<file path="config.mk">
export PLATFORM = sky130hd
export DESIGN_NAME = pwr_req_irq_regs
export DESIGN_NICKNAME = d
export VERILOG_FILES = /design/src/rtl/pwr_req_pkg.sv /design/src/rtl/pwr_req_latch.sv /design/src/rtl/pwr_req_ack.sv /design/src/rtl/pwr_req_irq_regs.sv
export SDC_FILE = /design/constraint.sdc
export NUM_CORES = 1
export LEC_CHECK = 0
export CAP_MARGIN = 10
export CELL_PAD_IN_SITES_DETAIL_PLACEMENT = 0
export CELL_PAD_IN_SITES_GLOBAL_PLACEMENT = 1
export CORE_ASPECT_RATIO = 1.25
export CORE_MARGIN = 2
export CORE_UTILIZATION = 18
export CTS_CLUSTER_DIAMETER = 100
export DETAILED_ROUTE_END_ITERATION = 6
export PLACE_DENSITY = 0.85
export SLEW_MARGIN = 25
export SYNTH_ARGS = -nofsm -noshare
export SYNTH_HDL_FRONTEND = slang
export SYNTH_SLANG_ARGS = --single-unit
export TNS_END_PERCENT = 100
</file>
<file path="constraint.sdc">
create_clock -name clk -period 2.7 [get_ports clk]
set_clock_uncertainty 0.05 [all_clocks]
set_input_delay 0.81 -clock clk [delete_from_list [all_inputs] [get_ports clk]]
set_output_delay 0.81 -clock clk [all_outputs]
set_load 0.02 [all_outputs]
</file>
<file path="src/rtl/pwr_req_pkg.sv">
package pwr_req_pkg;
    localparam int NREQ        = 4;
    localparam int REQ_BUS_OFF = 0;
    localparam int REQ_BUS_ON  = 1;
    localparam int REQ_IO_LOW  = 2;
    localparam int REQ_IO_HIGH = 3;
    localparam int ACK_BUS_BIT = 0;
    localparam int ACK_IO_BIT  = 2;

    typedef logic [NREQ-1:0] req_vec_t;

    typedef struct packed {
        req_vec_t flags;
    } latch_st_t;

    typedef struct packed {
        logic bus_ok;
        logic io_ok;
    } ack_st_t;

    typedef struct packed {
        req_vec_t enable;
    } cfg_st_t;
endpackage

</file>
<file path="src/rtl/pwr_req_latch.sv">
module pwr_req_latch
    import pwr_req_pkg::*;
(
    input  logic     clk,
    input  logic     rst_n,
    input  req_vec_t req_i,
    input  req_vec_t clr_i,
    output req_vec_t status_o
);
    latch_st_t st_d, st_q;

    always_comb begin
        st_d = st_q;
        for (int i = 0; i < NREQ; i++) begin
            // a request in the same cycle overrides a clear
            if (req_i[i])
                st_d.flags[i] = 1'b1;
            else if (clr_i[i])
                st_d.flags[i] = 1'b0;
        end
    end

    always_ff @(posedge clk or negedge rst_n) begin
        if (!rst_n)
            st_q <= '0;
        else
            st_q <= st_d;
    end

    assign status_o = st_q.flags;

    assert_req_sets_R4: assert property (@(posedge clk) disable iff (!rst_n)
        1'b1 |=> ((st_q.flags & $past(req_i)) == $past(req_i)));

    assert_sticky_R2: assert property (@(posedge clk) disable iff (!rst_n)
        1'b1 |=> ((st_q.flags & $past(st_q.flags & ~clr_i)) == $past(st_q.flags & ~clr_i)));

    assert_clear_R3: assert property (@(posedge clk) disable iff (!rst_n)
        1'b1 |=> ((st_q.flags & $past(clr_i & ~req_i)) == '0));
endmodule

</file>
<file path="src/rtl/pwr_req_ack.sv">
module pwr_req_ack
    import pwr_req_pkg::*;
(
    input  logic clk,
    input  logic rst_n,
    input  logic wr_i,
    input  logic bus_ok_i,
    input  logic io_ok_i,
    output logic bus_ack_o,
    output logic io_ack_o
);
    ack_st_t ack_d, ack_q;

    always_comb begin
        // pulses last one cycle unless renewed by another write
        ack_d        = '0;
        ack_d.bus_ok = wr_i && bus_ok_i;
        ack_d.io_ok  = wr_i && io_ok_i;
    end

    always_ff @(posedge clk or negedge rst_n) begin
        if (!rst_n)
            ack_q <= '0;
        else
            ack_q <= ack_d;
    end

    assign bus_ack_o = ack_q.bus_ok;
    assign io_ack_o  = ack_q.io_ok;

    assert_bus_ack_src_R8: assert property (@(posedge clk) disable iff (!rst_n)
        bus_ack_o |-> $past(wr_i && bus_ok_i));

    assert_io_ack_src_R8: assert property (@(posedge clk) disable iff (!rst_n)
        io_ack_o |-> $past(wr_i && io_ok_i));
endmodule

</file>
<file path="src/rtl/pwr_req_irq_regs.sv">
module pwr_req_irq_regs
    import pwr_req_pkg::*;
#(
    parameter int                ADDR_W     = 8,
    parameter int                DATA_W     = 32,
    parameter logic [ADDR_W-1:0] STATUS_OFS = 'hDC,
    parameter logic [ADDR_W-1:0] MASK_OFS   = 'hE0,
    parameter logic [ADDR_W-1:0] CLEAR_OFS  = 'hE4,
    parameter logic [ADDR_W-1:0] CTRL_OFS   = 'hE8
) (
    input  logic              clk,
    input  logic              rst_n,
    input  logic [ADDR_W-1:0] reg_addr,
    input  logic [DATA_W-1:0] reg_wdata,
    input  logic              reg_we,
    output logic [DATA_W-1:0] reg_rdata,
    input  logic [NREQ-1:0]   req_in,
    output logic              irq,
    output logic              bus_ack,
    output logic              io_ack
);
    localparam int PAD_W = DATA_W - NREQ;

    cfg_st_t  cfg_d, cfg_q;
    req_vec_t status;
    req_vec_t clr_vec;
    logic     wr_mask, wr_clear, wr_ctrl;
    logic     wdata_unused;

    assign wr_mask      = reg_we && (reg_addr == MASK_OFS);
    assign wr_clear     = reg_we && (reg_addr == CLEAR_OFS);
    assign wr_ctrl      = reg_we && (reg_addr == CTRL_OFS);
    assign clr_vec      = wr_clear ? reg_wdata[NREQ-1:0] : '0;
    assign wdata_unused = ^reg_wdata[DATA_W-1:NREQ];

    always_comb begin
        cfg_d = cfg_q;
        if (wr_mask)
            cfg_d.enable = reg_wdata[NREQ-1:0];
    end

    always_ff @(posedge clk or negedge rst_n) begin
        if (!rst_n)
            cfg_q <= '0;
        else
            cfg_q <= cfg_d;
    end

    pwr_req_latch u_latch (
        .clk      (clk),
        .rst_n    (rst_n),
        .req_i    (req_in),
        .clr_i    (clr_vec),
        .status_o (status)
    );

    pwr_req_ack u_ack (
        .clk       (clk),
        .rst_n     (rst_n),
        .wr_i      (wr_ctrl),
        .bus_ok_i  (reg_wdata[ACK_BUS_BIT]),
        .io_ok_i   (reg_wdata[ACK_IO_BIT]),
        .bus_ack_o (bus_ack),
        .io_ack_o  (io_ack)
    );

    always_comb begin
        reg_rdata = '0;
        if (reg_addr == STATUS_OFS)
            reg_rdata = {{PAD_W{1'b0}}, status};
        else if (reg_addr == MASK_OFS)
            reg_rdata = {{PAD_W{1'b0}}, cfg_q.enable};
    end

    assign irq = |(status & cfg_q.enable);

    assert_mask_load_R5: assert property (@(posedge clk) disable iff (!rst_n)
        wr_mask |=> (cfg_q.enable == $past(reg_wdata[NREQ-1:0])));

    assert_mask_hold_R9: assert property (@(posedge clk) disable iff (!rst_n)
        !wr_mask |=> $stable(cfg_q.enable));

    assert_irq_needs_status_R6: assert property (@(posedge clk) disable iff (!rst_n)
        irq |-> (status != '0 && cfg_q.enable != '0));

    assert_upper_zero_R7: assert property (@(posedge clk) disable iff (!rst_n)
        reg_rdata[DATA_W-1:NREQ] == '0);
endmodule

</file>
==> results.yml <==
global_routing:
  grt_pass1_vias: 561
  grt_pass1_wl_mm: 2.497
  antenna_found_initial: 0
  grt_usage_pct: 7.253
  grt_max_degree: 11
  globalRoute.totalOverflow: 0
setup_path:
  critPathBufInv: 3
  cp.required_ns: 1.84
  cpPeakStageDelay_ns: 0.28
  crit_arrival_ns: 1.78
  path_class: "in -> out"
  startpoint_type: "input port"
  reg2regPathDepth: 1
  path_delay_family: "buffers and inverters"
  slowest_stage: "dlygate4sd2_1"
  critPathMaxFanout: 4
  timing.rr.start: "cfg_q[3]$_DFFE_PN0P_"
  reg2reg_slack_ns: 1.87
  path_cells: "dlygate4sd2_1 -> nand4b_1 -> nor2_1 -> buf_4 -> a22o_1 -> buf_6"
  r2r-end: "cfg_q[3]$_DFFE_PN0P_"
  end_kind: "output pin"
cts:
  cts_hold_buf: 0
  tritoncts: "yes"
  cts_buffers: 3
  cts.path.max_buffers: 2
  clock-root-buffer: "clkbuf_8"
  htreeDepth: 1
  path_clk_slew_ns: 0.04
  insertion_delay_ns: 0.23
  numClockSinks: 10
floorplan:
  core_mm2: 0.004066
  die_h_um: 76.51
  die_x_um: 62
  io_pins: 82
  fp.dieArea_mm2: 0.004743
  start_util_pct: 18.62
  row_count: 26
logic_synthesis:
  netlist_area_um2: 757.0
  synth_top_area_cell: "dfrtp_1"
  synth_edf_count: 0
  synth_seq_cells: 10
  synthFlopType: "dfrtp_1"
  netlist.area_leader.share_pct: 33.06
  yosysWarnings: 0
  synthArstFlopShare_pct: 100.0
  ys_types: 20
  ys_top_cells_by_area: "dfrtp_1 (33%), buf_4 (28%), mux2_4 (7.9%)"
  avgSynthCellArea_um2: 9.960
  syn-instance-count: 76
  synth.most_common_cell: "buf_4"
  synth.top_cells.by_count: "buf_4 (28), dfrtp_1 (10), nand2_1 (5), nand2b_1 (5)"
  yosysSeqAreaShare_pct: 33.06
detailed_routing:
  avgRoutedWirePerCell_um: 9.843
  met3_wirelength_um: 180
  drt_iter0_drc: 16
  wl_met2_um: 740
  viasPerCell: 3.500
  route.detailed.drc: 0
  top_layer_used: "met4"
  antenna_left: 0
  finalWirelength_mm: 1.634
  num_vias: 581
  wl_met1_um: 664
  drt_pass1_iterations: 4
power_and_ir_drop:
  worst_ir_drop_vdd_mv: 0.1223
  powerDensity_mw_per_mm2: 377.3
  p_leak_uw: 0.0005048
layout:
  drive_above_1_share_pct: 24.55
  stdcell_area_mm2: 0.001070
  utilization_pct: 26.31
  fin_nets: 159
  antenna_cells: 0
  area_delta_synth_final_pct: 41.32
sta:
  rsz0062_at_grt: "false"
  min_period_ns: 2.644
  setup_viol: 0
  drv_slew: 0
  clock.fmax_ghz: 0.3783
  fin_setup_tns_ns: 0
  timing.hold.ws_ns: 0.4832
  hold_violations: 0
  setup_ws_ns: 0.05645
  fin_crit_sh_pct: 97.91
placed_design:
  postPlaceCellArea_mm2: 0.001005
  globalplace.congestion: 0.7493
  dpl.hpwl_mm: 1.366
  pre_cts_ws_ns: -0.8628
  port_buffers: 25
worst_hold_path:
  worstHoldEndpoint: "cfg_q[0]$_DFFE_PN0P_"
  min-delay-start: "cfg_q[0]$_DFFE_PN0P_"
  hold_depth: 1
  min_path_type: "reg -> reg"
run_status:
  status: "finished clean"
flow_run:
  maxCapViolations: 0
## power by group
part / internal (uW) / switching, uW / leakage [uW]
combinational: 40.0 / 58.9 / 0.000365
sequential: 153 / 2.55 / 0.000118
clock: 97.0 / 51.7 / 0.0000216
## routing by layer
layer,GRT usage [%],vias to the layer above
li1,-,278
met1,8.705,254
met2,10.42,44
met3,2.377,5
met4,5.106,0
met5,0,-
## worst max path at each step
stage | start | end | slack, ns | cells after the start
after CTS | reg_addr[0] | reg_rdata[3] | 0.003 | 6
after floorplan | reg_addr[0] | reg_rdata[0] | 0.10 | 4
after detailed placement | reg_addr[0] | reg_rdata[3] | -0.86 | 6
after global placement | reg_addr[0] | reg_rdata[0] | -0.78 | 6
after global routing | reg_addr[5] | reg_rdata[3] | 0.005 | 6
final | reg_addr[5] | reg_rdata[3] | 0.06 | 6
## placed cells by master (no fill, tap or decap), drive strengths merged
cell,netlist,layout
nor2,2,2
o41ai,4,4
or4,1,1
conb,1,28
nand2b,5,5
nand4bb,1,1
a22oi,2,2
dfrtp,10,10
or2,1,1
mux2,4,4
buf,30,14
clkbuf,0,5
nand3b,1,1
clkdlybuf4s15,0,2
nor3,1,1
a22o,4,4
dlygate4sd2,0,3
and4b,2,2
clkdlybuf4s50,0,13
nand4b,1,1
nand2,5,5
inv,1,1
## cell type report
class | instances | area (um^2)
Fill cell | 441 | 2997
Multi-Input combinational cell | 62 | 406.6
Timing Repair Buffer | 34 | 297.8
Sequential cell | 10 | 250.2
Tap cell | 56 | 70.07
Clock buffer | 3 | 41.29
Inverter | 1 | 3.754
## flip-flops by register name, indices dropped and copies added (netlist names)
register          count
cfg_q                 4
u_ack.io_ack_o        1
u_latch.status_o      4
u_ack.bus_ack_o       1
## kinds of logic (layout without fill, tap and decap cells)
family                 count (synthesis)  after routing  share of synthesized area [%]
buffers and inverters                 31             38                          30.41
multiplexers                           4              4                          7.934
AO/OA/AOI/OAI                         10             10                          11.24
AND/OR/NAND/NOR                       20             20                          16.86
other                                  1             28                         0.4954
flip-flops                            10             10                          33.06
## per-stage QoR
stage               total power [uW]  instances
finish                         403.6        166
CTS                            407.5        165
detailed placement             255.6        161
global placement               253.7        161
floorplan                      240.5        103
global route                   420.3        166
## repair_timing
action | in CTS | in global routing
pin swaps | 4 | 4
gates cloned | 0 | 0
hold endpoints to repair | 0 | 0
resized for setup | 38 | 4
setup endpoints to repair | 4 | 4
setup buffers | 1 | 1
Note: power is estimated with default switching activity, not from simulation.
